`config.mk`:
```
export PLATFORM = sky130hd
export DESIGN_NAME = osc_freq_cal
export DESIGN_NICKNAME = d
export VERILOG_FILES = /design/src/rtl/osc_cal_pkg.sv /design/src/rtl/edge_sync_counter.sv /design/src/rtl/window_timer.sv /design/src/rtl/osc_freq_cal.sv
export SDC_FILE = /design/constraint.sdc
export NUM_CORES = 1
export LEC_CHECK = 0
export BUFFER_PORTS_ARGS = -buffer_cell sky130_fd_sc_hd__buf_4
export CORE_MARGIN = 2
export CORE_UTILIZATION = 43
export CTS_CLUSTER_DIAMETER = 40
export CTS_CLUSTER_SIZE = 8
export DETAILED_ROUTE_END_ITERATION = 12
export HOLD_SLACK_MARGIN = 0.15
export MAX_ROUTING_LAYER = met4
export PLACE_DENSITY = 0.67
export SLEW_MARGIN = 40
export SYNTH_ARGS = -nofsm -noshare
export SYNTH_HDL_FRONTEND = slang
export SYNTH_SLANG_ARGS = --single-unit
```
`constraint.sdc`:
```
create_clock -name clk_ref -period 1.8 [get_ports clk_ref]
set_input_delay 0.09 -clock clk_ref [delete_from_list [all_inputs] [get_ports clk_ref]]
set_output_delay 0.09 -clock clk_ref [all_outputs]
set_load 0.05 [all_outputs]
```
`src/rtl/osc_cal_pkg.sv`:
```
package osc_cal_pkg;
  typedef enum logic [1:0] {
    PH_LOAD = 2'd0,
    PH_INIT = 2'd1,
    PH_MON  = 2'd2,
    PH_HOLD = 2'd3
  } cal_phase_t;
endpackage

```
`src/rtl/edge_sync_counter.sv`:
```
module edge_sync_counter #(
  parameter int WIN   = 10,
  parameter int CNT_W = 4
) (
  input  logic             clk,
  input  logic             rst_n,
  input  logic             async_in,
  input  logic             clr,
  input  logic             en,
  output logic [CNT_W-1:0] cnt_next
);
  logic [2:0]       sync_q;
  logic [CNT_W-1:0] cnt_q;
  logic             rise;

  always_ff @(posedge clk or negedge rst_n) begin
    if (!rst_n) sync_q <= '0;
    else        sync_q <= {sync_q[1:0], async_in};
  end

  assign rise     = sync_q[1] & ~sync_q[2];
  assign cnt_next = cnt_q + CNT_W'(en & rise);

  always_ff @(posedge clk or negedge rst_n) begin
    if (!rst_n)   cnt_q <= '0;
    else if (clr) cnt_q <= '0;
    else          cnt_q <= cnt_next;
  end

  AST_CNT_RANGE: assert property (@(posedge clk) disable iff (!rst_n)
    int'(cnt_q) <= WIN);
endmodule

```
`src/rtl/window_timer.sv`:
```
module window_timer #(
  parameter int WIN = 10
) (
  input  logic clk,
  input  logic rst_n,
  input  logic active,
  output logic win_end
);
  localparam int WCNT_W = (WIN > 1) ? $clog2(WIN) : 1;
  logic [WCNT_W-1:0] wcnt_q, wcnt_d;

  assign win_end = active && (wcnt_q == WCNT_W'(WIN - 1));

  always_comb begin
    if (!active)     wcnt_d = '0;
    else if (win_end) wcnt_d = '0;
    else             wcnt_d = wcnt_q + 1'b1;
  end

  always_ff @(posedge clk or negedge rst_n) begin
    if (!rst_n) wcnt_q <= '0;
    else        wcnt_q <= wcnt_d;
  end

  AST_WIN_RANGE: assert property (@(posedge clk) disable iff (!rst_n)
    int'(wcnt_q) < WIN);
endmodule

```
`src/rtl/osc_freq_cal.sv`:
```
module osc_freq_cal
  import osc_cal_pkg::*;
#(
  parameter int DAC_W      = 6,
  parameter int BANK_W     = 4,
  parameter int GAP_W      = 4,
  parameter int WIN_CYCLES = 10,
  parameter int CNT_W      = $clog2(WIN_CYCLES + 1)
) (
  input  logic                    clk_ref,
  input  logic                    rst_n,
  input  logic                    pll_div_clk,
  input  logic                    osc_div_clk,
  input  logic                    pll_locked,
  input  logic                    cal_permit,
  input  logic                    mode_sel,
  input  logic [GAP_W-1:0]        monitor_gap,
  input  logic [BANK_W-1:0]       coarse_preset,
  output logic [DAC_W-1:0]        dac_code,
  output logic [BANK_W-1:0]       bank_code,
  output logic signed [CNT_W:0]   err_out,
  output logic                    win_done,
  output logic                    cal_done
);
  localparam int ERR_W = CNT_W + 1;
  localparam logic [DAC_W-1:0] DAC_MID = DAC_W'(1) << (DAC_W - 1);
  localparam logic [DAC_W-1:0] DAC_MAX = '1;

  // reset: asserted asynchronously, released on the clock
  logic [1:0] rst_sync_q;
  logic       rst_int;
  always_ff @(posedge clk_ref or negedge rst_n) begin
    if (!rst_n) rst_sync_q <= '0;
    else        rst_sync_q <= {rst_sync_q[0], 1'b1};
  end
  assign rst_int = rst_sync_q[1];

  cal_phase_t              phase_q, phase_d;
  logic [DAC_W-1:0]        dac_q, dac_d;
  logic [BANK_W-1:0]       bank_q, bank_d;
  logic signed [ERR_W-1:0] err_q, err_d;
  logic                    done_q, done_d;
  logic                    wdone_q, wdone_d;
  logic [GAP_W-1:0]        gap_q, gap_d;
  logic                    prev_neg_q, prev_neg_d;
  logic                    prev_vld_q, prev_vld_d;

  logic                    running, active, measure, win_end, cnt_clr;
  logic [CNT_W-1:0]        pll_cnt, osc_cnt;
  logic signed [ERR_W-1:0] err_now;
  logic                    converged;

  assign running = (phase_q == PH_INIT) || (phase_q == PH_MON);
  assign active  = pll_locked && cal_permit && running;
  assign measure = (phase_q == PH_INIT) || ((phase_q == PH_MON) && (gap_q == '0));
  assign cnt_clr = win_end || !active;

  window_timer #(.WIN(WIN_CYCLES)) u_timer (
    .clk(clk_ref), .rst_n(rst_int), .active(active), .win_end(win_end)
  );

  edge_sync_counter #(.WIN(WIN_CYCLES), .CNT_W(CNT_W)) u_pll_cnt (
    .clk(clk_ref), .rst_n(rst_int), .async_in(pll_div_clk),
    .clr(cnt_clr), .en(measure), .cnt_next(pll_cnt)
  );

  edge_sync_counter #(.WIN(WIN_CYCLES), .CNT_W(CNT_W)) u_osc_cnt (
    .clk(clk_ref), .rst_n(rst_int), .async_in(osc_div_clk),
    .clr(cnt_clr), .en(measure), .cnt_next(osc_cnt)
  );

  assign err_now   = $signed({1'b0, pll_cnt}) - $signed({1'b0, osc_cnt});
  assign converged = (err_now == '0) || (prev_vld_q && ((err_now < 0) != prev_neg_q));

  function automatic logic [DAC_W-1:0] step_code(input logic [DAC_W-1:0] c,
                                                 input logic signed [ERR_W-1:0] e);
    if (e < 0 && c != '0)          return c - 1'b1;
    else if (e > 0 && c != DAC_MAX) return c + 1'b1;
    else                            return c;
  endfunction

  always_comb begin
    phase_d    = phase_q;
    dac_d      = dac_q;
    bank_d     = bank_q;
    err_d      = err_q;
    done_d     = done_q;
    wdone_d    = 1'b0;
    gap_d      = gap_q;
    prev_neg_d = prev_neg_q;
    prev_vld_d = prev_vld_q;
    unique case (phase_q)
      PH_LOAD: begin
        bank_d     = coarse_preset;
        dac_d      = DAC_MID;
        done_d     = 1'b0;
        prev_vld_d = 1'b0;
        gap_d      = '0;
        phase_d    = PH_INIT;
      end
      PH_INIT: begin
        if (win_end) begin
          dac_d   = step_code(dac_q, err_now);
          err_d   = err_now;
          wdone_d = 1'b1;
          if (err_now != '0) begin
            prev_neg_d = (err_now < 0);
            prev_vld_d = 1'b1;
          end
          if (converged) begin
            done_d  = 1'b1;
            gap_d   = monitor_gap;
            phase_d = mode_sel ? PH_MON : PH_HOLD;
          end
        end
      end
      PH_MON: begin
        if (!mode_sel) begin
          phase_d = PH_HOLD;
        end else if (win_end) begin
          if (gap_q != '0) begin
            gap_d = gap_q - 1'b1;
          end else begin
            dac_d   = step_code(dac_q, err_now);
            err_d   = err_now;
            wdone_d = 1'b1;
            gap_d   = monitor_gap;
          end
        end
      end
      PH_HOLD: begin
        if (mode_sel) begin
          gap_d   = '0;
          phase_d = PH_MON;
        end
      end
      default: phase_d = PH_LOAD;
    endcase
  end

  always_ff @(posedge clk_ref or negedge rst_int) begin
    if (!rst_int) begin
      phase_q    <= PH_LOAD;
      dac_q      <= '0;
      bank_q     <= '0;
      err_q      <= '0;
      done_q     <= 1'b0;
      wdone_q    <= 1'b0;
      gap_q      <= '0;
      prev_neg_q <= 1'b0;
      prev_vld_q <= 1'b0;
    end else begin
      phase_q    <= phase_d;
      dac_q      <= dac_d;
      bank_q     <= bank_d;
      err_q      <= err_d;
      done_q     <= done_d;
      wdone_q    <= wdone_d;
      gap_q      <= gap_d;
      prev_neg_q <= prev_neg_d;
      prev_vld_q <= prev_vld_d;
    end
  end

  assign dac_code  = dac_q;
  assign bank_code = bank_q;
  assign err_out   = err_q;
  assign win_done  = wdone_q;
  assign cal_done  = done_q;

  AST_BANK_FIXED: assert property (@(posedge clk_ref) disable iff (!rst_int)
    (phase_q != PH_LOAD && $past(phase_q) != PH_LOAD) |-> $stable(bank_q));
  AST_GATE_CLOSED: assert property (@(posedge clk_ref) disable iff (!rst_int)
    !(pll_locked && cal_permit) |=> !win_done);
  AST_DEC_STEP: assert property (@(posedge clk_ref) disable iff (!rst_int)
    (win_done && err_out < 0 && $past(dac_q) != '0) |-> (dac_q == $past(dac_q) - 1'b1));
  AST_INC_STEP: assert property (@(posedge clk_ref) disable iff (!rst_int)
    (win_done && err_out > 0 && $past(dac_q) != DAC_MAX) |-> (dac_q == $past(dac_q) + 1'b1));
  AST_ZERO_HOLD: assert property (@(posedge clk_ref) disable iff (!rst_int)
    (win_done && err_out == 0) |-> $stable(dac_q));
  AST_NO_WRAP: assert property (@(posedge clk_ref) disable iff (!rst_int)
    ($past(phase_q) != PH_LOAD && $past(dac_q) == DAC_MAX) |-> (dac_q != '0));
  AST_HOLD_FROZEN: assert property (@(posedge clk_ref) disable iff (!rst_int)
    (phase_q == PH_HOLD) |=> $stable(dac_q));
endmodule

```
==> results of run 1 <==
sequential cells by signal, summed over array words and instances, names as in the netlist:
register,flops
u_pll_cnt.sync_q,3
phase_q,2
u_osc_cnt.cnt_q,4
u_pll_cnt.cnt_q,4
cal_done,1
gap_q,4
dac_code,6
err_out,5
prev_neg_q,1
bank_code,4
u_osc_cnt.sync_q,3
u_timer.wcnt_q,4
win_done,1
prev_vld_q,1
rst_sync_q,2
metal layers:
metal	track usage	part of all wire	vias up
met5	-	0	-
met1	0.285	0.43	1143
met3	0.0322	0.037	22
met4	0.0949	0.032	0
li1	-	-	1108
met2	0.385	0.50	54
layout make-up:
class                   count  area (sq um)  area share
clock buffers               6          72.6      0.0174
clock inverters             2          35.0     0.00840
inverters                  16          65.1      0.0156
multi-input cells         180          1810       0.434
flip-flops and latches     45          1130       0.270
well taps                  75          93.8      0.0225
repair buffers            116           968       0.232
metrics by stage:
stage               instance area [sq um]  hold slack [ps]
global placement                     3530             -127
CTS                                  4000              153
global route                         4170              225
finish                               4170              187
detailed placement                   3530             -127
floorplan                            2760             -206
placed cells by master (no fill, tap or decap), drive strengths merged, types with 3 or more instances in the layout:
cell / Yosys / routed
nand2b: 3 / 3
nand3: 15 / 15
nor2: 20 / 20
clkbuf: 2 / 6
a31oi: 4 / 4
mux2i: 3 / 3
nor3b: 4 / 4
nand2: 15 / 15
ha: 21 / 21
o21ai: 10 / 10
a211o: 5 / 5
a21o: 8 / 8
buf: 2 / 105
dfrtp: 45 / 45
mux2: 9 / 9
xnor2: 5 / 5
and3: 6 / 6
xor2: 5 / 5
a21oi: 13 / 13
and2: 3 / 3
dlygate4sd3: 0 / 11
inv: 16 / 16
logic make-up after synthesis:
logic type,after synthesis,share of synthesized area
AO/OA/AOI/OAI,53,0.152
AND/OR/NAND/NOR,81,0.172
adder cells (fa/ha/maj),23,0.118
XOR/XNOR,10,0.0342
multiplexers,12,0.0513
other,1,0.00146
buffers and inverters,20,0.0313
flip-flops,45,0.439
worst reg2reg max path, stage by stage, from the launching register on:
cell and delay, ps:
dfrtp_1 400, inv_2 90, ha_4 130, nor3b_4 200, a21oi_2 100, nor3b_2 190
ha_2 240, ha_4 220, fa_2 360, nand2b_4 170, a21oi_4 190, nor2_4 90
ha_4 210, a211o_1 270, a21o_1 210, a2111oi_4 320, a31oi_2 70, a311oi_1 280
power by group through the flow:
stage                     clock network, mW  registers [mW]  logic (mW)
after floorplan                           0            1.55        1.61
after global placement                    0            1.27        2.96
after detailed placement                  0            1.27        3.00
after CTS                             0.797            1.25        3.45
after global routing                  0.837            1.26        4.14
final                                 0.775            1.25        3.84
synth_stat cells (3+ instances only):
master    count
xnor2_1       5
o21ai_0       8
and2_1        3
and3_2        3
nand2_1      14
nor2_1       20
dfrtp_1      45
nand2b_1      3
inv_1        16
a31oi_1       3
nand3_1      15
mux2i_1       3
a211o_1       5
mux2_2        9
ha_1         21
a21o_1        8
xor2_1        5
a21oi_1      12
nor3b_1       3
worst paths after layout:
check                                         from                      end  slack (ps)  cells past startpoint
setup / recovery              gap_q[0]$_DFFE_PN0P_  dac_code[5]$_DFFE_PN0P_       -2050                     17
setup reg to reg              gap_q[0]$_DFFE_PN0P_  dac_code[5]$_DFFE_PN0P_       -2050                     17
hold / removal                      monitor_gap[1]     gap_q[1]$_DFFE_PN0P_         190                      5
min in group asynchronous  rst_sync_q[1]$_DFF_PN0_   err_out[1]$_DFFE_PN0P_         250                      0
hold reg to reg            rst_sync_q[1]$_DFF_PN0_   err_out[1]$_DFFE_PN0P_         250                      0
max in group asynchronous                    rst_n  rst_sync_q[1]$_DFF_PN0_        1040                      3
repair_timing:
item / CTS / global route
hold buffers: 11 / 0
cloned: 0 / 0
resized for setup: 39 / 23
endpoints found under the hold margin: 11 / 0
endpoints found under the setup margin: 24 / 26
buffers inserted: 9 / 10
pin swaps: 24 / 21
==> results.py, run 1 <==
metrics = {
    "timing": {
        "fin_skew_ps": 9.51,
        "period_minus_slack_ps": 3850,
        "hold_viol": 0,
        "rsz0062_at_grt": "true",
        "setup_violations": 25,
        "max_slew_margin": 0.659,
        "post-route-period-util": 2.14,
        "fin_tns_setup_ps": -30270,
        "worst_slew_pin_slew_ps": 511,
        "setup_slack_ps": -2050,
        "timing.fmax_ghz": 0.260,
        "slew_violations": 0,
    },
    "critical_path": {
        "arrival_ps": 4050,
        "path_cells": "inv_2 -> ha_4 -> nor3b_4 -> a21oi_2 -> nor3b_2 -> ha_2 -> ha_4 -> fa_2 -> nand2b_4 -> a21oi_4 -> nor2_4 -> ha_4 -> a211o_1 -> a21o_1 -> a2111oi_4 -> a31oi_2 -> a311oi_1",
        "slowest_delay_ps": 400,
        "critPathTopFamily": "compound AO/OA/AOI/OAI gates",
        "crit_fanout": 4,
        "worst_setup_path_start_kind": "flip-flop",
        "endpoint_kind": "flip-flop",
        "slowest_stage": "dfrtp_1",
        "path_buf_inv": 1,
        "critical_path_class": "reg -> reg",
        "crit_top_cell": "ha_4",
        "crit_required_ps": 2000,
    },
    "power": {
        "clock_power_share": 0.132,
        "finalPower_mw": 5.86,
        "power_density_nw_per_um2": 1410,
        "p_leak_nw": 1.98,
        "p_sw_mw": 2.39,
        "swShare": 0.408,
        "p_seq_frac": 0.213,
        "internal-power_mw": 3.47,
        "p_comb_frac": 0.655,
        "ir_drop_mv": 0.952,
    },
    "layout": {
        "final_nets": 402,
        "drive_gt1_frac": 0.518,
        "n_antenna_cell": 0,
        "fin_cells": 440,
        "utilization": 0.713,
        "area_growth_pct": 62.8,
        "nFillCells": 403,
    },
    "flow_run": {
        "max_cap_violations": 0,
    },
    "grt": {
        "track_usage": 0.232,
        "antenna_found_initial": 0,
        "grt_pass1_vias": 2356,
        "grt_first_pass_wirelength_um": 11300,
        "grt_max_degree": 23,
        "overflow": 0,
    },
    "cts": {
        "insertion_delay_ps": 300,
        "htree_num_levels": 2,
        "clk_path_buf_depth": 2,
        "cts_buffers": 5,
        "clock_sinks": 45,
        "cts_tree": "built",
        "clk_pin_slew_ps": 80,
        "cts_root_buf": "clkbuf_8",
    },
    "yosys": {
        "syn-num-nets": 283,
        "synth_flop_cell": "dfrtp_1",
        "yosysTopAreaCell": "dfrtp_1",
        "syn-cell-area_sq_um": 2560,
        "yosysTopAreaCellShare": 0.439,
        "synthTopCellsByArea": "dfrtp_1, ha_1, mux2_2",
        "synth-edff-count": 0,
        "postSynthCellCount": 245,
        "avgSynthCellArea_sq_um": 10.5,
        "synth_warnings": 0,
        "async_flop_share": 1.00,
        "synth_seq_cells": 45,
        "ys_types": 52,
        "yosysSeqAreaShare": 0.439,
    },
    "floorplan": {
        "core.rowCount": 28,
        "coreArea_sq_um": 5850,
        "start_util": 0.438,
        "ios": 32,
        "fp.dieW_um": 81.2,
        "die-height_um": 81.2,
        "dieArea_sq_um": 6590,
    },
    "route": {
        "drt_iter0_markers": 81,
        "dr_total_vias": 2327,
        "wl_um": 7180,
        "firstDrtPassIters": 4,
        "drc_errors": 0,
        "via_per_inst": 5.29,
        "ant_nets": 0,
        "wl_per_cell_um": 16.3,
    },
    "placement": {
        "gp_congestion": 0.779,
        "post-dp-hpwl_um": 4690,
        "dp.cells": 406,
        "dp_slack_ps": -2040,
        "portBuffers": 31,
    },
    "worst_hold_path": {
        "hold_path_class": "in -> reg",
    },
    "run_status": {
        "violations": "setup timing",
        "status": "finished, violations left",
    },
}
No activity file was read; power rests on OpenSTA's default activity.
==> inputs of run 2 (changes only) <==
- RECOVER_POWER: not set -> 100
- SYNTH_HIERARCHICAL: not set -> 1
==> run 2 against run 1 <==
- the run still ends with setup timing left
- total power fell by 3.7%
- hold slack improved by 27 ps
- worst setup slack got worse by 6.8 ps
- critical path depth rose by 5
- sequential power barely moved
- sequential share of layout area rose by 0.61 points
- wire length fell by 4.3%
- largest power group unchanged
==> results.py, run 2 <==
metrics = {
    "timing": {
        "rsz0062_at_grt": "true",
        "setup_slack_ps": -2060,
        "hold_viol": 0,
        "post-route-period-util": 2.14,
        "worst_slew_pin_slew_ps": 871,
        "setup_violations": 29,
        "slew_violations": 0,
        "period_minus_slack_ps": 3860,
        "timing.fmax_ghz": 0.259,
        "max_slew_margin": 0.419,
        "fin_skew_ps": 7.95,
    },
    "cts": {
        "clk_path_buf_depth": 2,
        "cts_buffers": 5,
        "clock_sinks": 45,
        "cts_tree": "built",
        "insertion_delay_ps": 290,
        "htree_num_levels": 2,
        "cts_root_buf": "clkbuf_8",
        "clk_pin_slew_ps": 90,
    },
    "floorplan": {
        "coreArea_sq_um": 5820,
        "ios": 32,
        "start_util": 0.439,
        "dieArea_sq_um": 6570,
        "core.rowCount": 28,
        "die-height_um": 81.1,
        "fp.dieW_um": 81.1,
    },
    "critical_path": {
        "worst_setup_path_start_kind": "flip-flop",
        "endpoint_kind": "flip-flop",
        "timing.rr.start": "gap_q[0]$_DFFE_PN0P_",
        "worstSetupStartpoint": "gap_q[0]$_DFFE_PN0P_",
        "arrival_ps": 4030,
        "rrSetupSlack_ps": -2060,
        "r2r_cells": 22,
        "r2r_end": "dac_code[5]$_DFFE_PN0P_",
        "crit_required_ps": 1980,
        "crit_fanout": 5,
        "critical_path_class": "reg -> reg",
        "crit_end": "dac_code[5]$_DFFE_PN0P_",
    },
    "route": {
        "via_per_inst": 5.14,
        "wl_per_cell_um": 15.8,
        "dr_total_vias": 2235,
        "firstDrtPassIters": 4,
        "drc_errors": 0,
        "drt_iter0_markers": 95,
        "wl_um": 6870,
        "ant_nets": 0,
    },
    "yosys": {
        "avgSynthCellArea_sq_um": 10.8,
        "postSynthCellCount": 236,
        "synth.most_common_cell": "dfrtp_1",
        "yosysSeqAreaShare": 0.441,
        "syn-cell-area_sq_um": 2550,
        "yosysTopAreaCell": "dfrtp_1",
        "synth_common_cells": "dfrtp_1, inv_1, ha_1",
        "yosysTopAreaCellShare": 0.441,
        "ys_types": 50,
        "synthTopCellsByArea": "dfrtp_1, ha_1, mux2_2",
        "async_flop_share": 1.00,
        "synth_seq_cells": 45,
        "syn-num-nets": 273,
        "synth_flop_cell": "dfrtp_1",
        "synth-edff-count": 0,
        "synth_warnings": 6,
    },
    "power": {
        "ir_drop_mv": 0.829,
        "power_density_nw_per_um2": 1380,
        "finalPower_mw": 5.65,
        "p_leak_nw": 1.91,
    },
    "run_status": {
        "status": "finished, violations left",
        "violations": "setup timing",
    },
    "layout": {
        "n_antenna_cell": 0,
        "layout_common_cells": "buf_4, dfrtp_1, clkbuf_1",
        "final_common_cell": "buf_4",
        "area_growth_pct": 59.7,
        "utilization": 0.702,
        "largest_register_ffs": 6,
        "drive_gt1_frac": 0.489,
        "fin_cells": 435,
        "final_nets": 396,
    },
    "flow_run": {
        "max_cap_violations": 0,
    },
    "placement": {
        "post-dp-hpwl_um": 4330,
        "gp_congestion": 0.778,
        "portBuffers": 31,
        "dp.cells": 398,
    },
    "worst_hold_path": {
        "hold_path_class": "in -> reg",
    },
    "grt": {
        "grt_first_pass_wirelength_um": 10400,
        "grt_pass1_vias": 2188,
        "antenna_found_initial": 0,
        "overflow": 0,
        "grt_max_degree": 35,
        "track_usage": 0.210,
    },
}
==> run 2: cell types whose count changed after synthesis, sizes merged, moves of 5 or more <==
cell	previous run	this run
nand3	15	3
inv	16	21
a211o	5	0
nor2b	2	10
nor2	20	15
nand2	15	9
==> run 2: final cells by class <==
class	instances	area (sq um)
tap	75	93.8
inverter	21	81.3
sequential	45	1130
multi-input combinational	166	1740
fill	449	1740
clock inverter	3	65.1
timing repair buffer	120	908
clock buffer	5	68.8
==> run 2: worst min-delay path by stage <==
| stage | slack (ps) | end | startpoint | depth (start not counted) |
|---|---|---|---|---|
| after detailed placement | -130 | rst_sync_q[0]$_DFF_PN0_ | rst_n | 1 |
| after global placement | -130 | rst_sync_q[0]$_DFF_PN0_ | rst_n | 1 |
| after global routing | 210 | gap_q[3]$_DFFE_PN0P_ | monitor_gap[3] | 3 |
| after floorplan | -210 | rst_sync_q[0]$_DFF_PN0_ | rst_n | 0 |
| final | 210 | gap_q[3]$_DFFE_PN0P_ | monitor_gap[3] | 3 |
| after CTS | 200 | gap_q[3]$_DFFE_PN0P_ | monitor_gap[3] | 3 |
==> run 2: per-layer routing <==
layer	GRT usage	vias up	wire length (um)
met2	0.360	26	3770
met3	0.0322	7	138
li1	-	1073	-
met4	0.0356	0	52
met5	-	-	0
met1	0.267	1129	2910
==> run 2: cell families (layout without fill, tap and decap cells) <==
group / count (synthesis) / count (layout) / share of synthesized area
and+or+nand+nor: 63 / 63 / 0.143
xor gates and xnor gates: 9 / 9 / 0.0308
other: 1 / 1 / 0.00147
adders and majority gates: 22 / 22 / 0.114
muxes: 20 / 20 / 0.0891
AOI/OAI and AO/OA: 51 / 51 / 0.145
DFF: 45 / 45 / 0.441
buffers and inverters: 25 / 149 / 0.0367
==> run 2: power by group <==
| part | switching, mW | internal, mW | leakage, nW | total [mW] |
|---|---|---|---|---|
| logic | 1.74 | 1.72 | 1.25 | 3.46 |
| registers | 0.109 | 1.16 | 0.588 | 1.27 |
| clock network | 0.364 | 0.552 | 0.0681 | 0.916 |
==> run 2: repair_timing <==
action                                  in CTS  in global routing
endpoints found under the setup margin      28                 29
hold endpoints to repair                    18                  0
pin swaps                                   21                 16
gates resized for setup                     30                 25
buffers inserted                            11                 11
hold buffers                                10                  0
==> run 2: per-stage QoR <==
stage	cell area (sq um)	hold WS, ps	setup TNS, ps	setup slack (ps)
2_1_floorplan	2810	-206	-29860	-1980
3_3_place_gp	3550	-127	-32900	-2100
3_5_place_dp	3550	-126	-34700	-2150
4_1_cts	3980	201	-32630	-2080
5_1_grt	4080	208	-38340	-2300
6_report	4080	214	-34860	-2060
==> run 2: critical path: stages (launching register included) <==
cell	delay, ps
dfrtp_1	390
inv_2	90
ha_4	160
nand2b_4	70
nor2_4	80
a21o_1	170
and3b_2	230
ha_4	210
inv_2	60
ha_4	120
inv_2	40
fa_2	370
a21o_1	190
a21oi_4	180
o31ai_4	110
inv_4	120
ha_4	220
a211oi_2	200
o21bai_1	110
a21oi_2	150
xor2_1	210
o2111a_1	210
a211oi_1	50
==> inputs of run 3 (changes only) <==
==> constraint.sdc (replaced) <==
create_clock -name clk_ref -period 1.8 [get_ports clk_ref]
set_input_delay 0.09 -clock clk_ref [delete_from_list [all_inputs] [get_ports clk_ref]]
set_output_delay 0.09 -clock clk_ref [all_outputs]
set_load 0.01 [all_outputs]
==> run 3 against run 2 <==
- the run still ends with setup timing left
- hold slack worse by 39 ps
- non-clock buffer count shrank 4
- clock skew increased by 4.1 ps
- combinational power shrank 6.9%
- total power down 6.4%
- via count decreased by 2.7%
- global-route usage increased by 0.70 points
- count of clock-buffer cells in the layout up 2
- sequential power about the same
- fmax up 0.84%
- cell count is 0.92% lower
- largest power group unchanged
==> results.py, run 3 (synthesis gave the netlist of run 2 again) <==
metrics = {
    "placement": {
        "gp_congestion": 0.845,
        "dp_slack_ps": -2100,
        "portBuffers": 31,
        "post-dp-hpwl_um": 4520,
    },
    "power": {
        "p_seq_frac": 0.240,
        "power_density_nw_per_um2": 1250,
        "swShare": 0.358,
        "internal-power_mw": 3.40,
        "p_leak_nw": 2.00,
        "p_comb_frac": 0.609,
        "clock_power_share": 0.151,
        "p_sw_mw": 1.89,
        "ir_drop_mv": 0.835,
    },
    "flow_run": {
        "max_cap_violations": 0,
    },
    "layout": {
        "layout_common_cells": "buf_4, dfrtp_1, buf_6",
        "drive_gt1_frac": 0.567,
        "final_common_cell": "buf_4",
        "n_antenna_cell": 0,
        "final-seq-area_sq_um": 1130,
        "nFillCells": 412,
        "area_growth_pct": 65.5,
        "largest_register_ffs": 6,
        "final_nets": 392,
        "utilization": 0.727,
        "multi_input_area_sq_um": 1810,
    },
    "timing": {
        "rsz0062_at_grt": "true",
        "fin_skew_ps": 12.0,
        "hold_viol": 0,
        "setup_slack_ps": -2020,
        "period_minus_slack_ps": 3820,
        "setup_violations": 28,
        "fin_tns_setup_ps": -33020,
        "timing.fmax_ghz": 0.262,
        "slew_violations": 0,
        "post-route-period-util": 2.12,
    },
    "cts": {
        "clk_pin_slew_ps": 90,
        "cts_root_buf": "clkbuf_8",
        "cts_tree": "built",
        "clock_sinks": 45,
        "insertion_delay_ps": 300,
        "htree_num_levels": 2,
        "cts_buffers": 5,
        "clk_path_buf_depth": 2,
    },
    "critical_path": {
        "arrival_ps": 4020,
        "critical_path_class": "reg -> reg",
        "worst_setup_path_start_kind": "flip-flop",
        "endpoint_kind": "flip-flop",
        "crit_required_ps": 1990,
        "crit_fanout": 3,
    },
    "floorplan": {
        "die-height_um": 81.1,
        "core.rowCount": 28,
        "coreArea_sq_um": 5820,
        "dieArea_sq_um": 6570,
        "ios": 32,
        "start_util": 0.439,
        "fp.dieW_um": 81.1,
    },
    "grt": {
        "antenna_found_initial": 0,
        "grt_pass1_vias": 2295,
        "overflow": 0,
        "track_usage": 0.217,
        "grt_max_degree": 32,
        "grt_first_pass_wirelength_um": 10700,
    },
    "run_status": {
        "status": "finished, violations left",
        "violations": "setup timing",
    },
    "route": {
        "wl_um": 6310,
        "drc_errors": 0,
        "drt_iter0_markers": 55,
        "ant_nets": 0,
        "wl_per_cell_um": 14.6,
        "via_per_inst": 5.04,
        "firstDrtPassIters": 4,
        "dr_total_vias": 2174,
    },
    "worst_hold_path": {
        "hold_path_class": "reg -> async",
    },
}
## run 3: worst max-delay path: stages (launching register included)
cell and delay [ps]:
dfrtp_1 370, inv_2 60, ha_4 170, nand2b_4 70, nor2_4 40, a21o_1 190, and3b_2 230, ha_4 280
ha_4 130, inv_2 40, fa_2 390, a21o_1 210, a21oi_4 160, o31ai_4 100, inv_2 120, buf_12 120
ha_4 200, o21ai_4 120, o21bai_1 100, a21oi_2 140, xor2_1 190, nor3_1 70, a211oi_1 220
## run 3: area by class of cell
cell class                 count  share of cell area
clock inverter                 1             0.00710
sequential                    45               0.267
inverter                      21              0.0192
tap                           75              0.0222
timing repair buffer         116               0.235
clock buffer                   7              0.0204
multi-input combinational    166               0.429
## run 3: path summary, 6_finish.rpt
kind | start | endpoint | slack [ps] | cells after the start
worst max-delay path | gap_q[0]$_DFFE_PN0P_ | dac_code[5]$_DFFE_PN0P_ | -2020 | 22
worst min-delay path | rst_sync_q[1]$_DFF_PN0_ | gap_q[0]$_DFFE_PN0P_ | 180 | 0
worst max register to register | gap_q[0]$_DFFE_PN0P_ | dac_code[5]$_DFFE_PN0P_ | -2020 | 22
worst min register to register | rst_sync_q[1]$_DFF_PN0_ | gap_q[0]$_DFFE_PN0P_ | 180 | 0
max in group asynchronous | rst_n | rst_sync_q[1]$_DFF_PN0_ | 1030 | 3
min in group clk_ref | mode_sel | phase_q[0]$_DFFE_PN0P_ | 210 | 3
## run 3: timing repair
| action | CTS | global route |
|---|---|---|
| pin swaps | 21 | 25 |
| endpoints found under the setup margin | 29 | 29 |
| hold buffers | 8 | 0 |
| gates resized for setup | 45 | 34 |
| setup buffers | 12 | 14 |
| hold endpoints to repair | 8 | 0 |
| gates cloned | 0 | 0 |
## run 3: routing by layer
layer  track usage  routed length (um)  part of all wire
met1         0.254                2690              0.43
met5             -                   0                 0
met2         0.379                3440              0.55
met4        0.0644                  70             0.011
met3        0.0400                 111             0.018
## run 3: per-stage QoR
stage	power, mW	area (sq um)	std cells	hold WS [ps]
after global routing	5.67	4230	431	201
after global placement	3.80	3570	400	-127
after floorplan	2.79	2810	236	-206
after CTS	5.01	4060	426	166
after detailed placement	3.85	3570	400	-124
final	5.28	4230	431	175
## run 3: power by group through the flow
stage	Clock [mW]	Sequential (mW)	Combinational [mW]
final	0.797	1.27	3.22
after global routing	0.866	1.28	3.52
after CTS	0.815	1.27	2.93
after detailed placement	0	1.28	2.57
after global placement	0	1.27	2.53
after floorplan	0	1.38	1.41
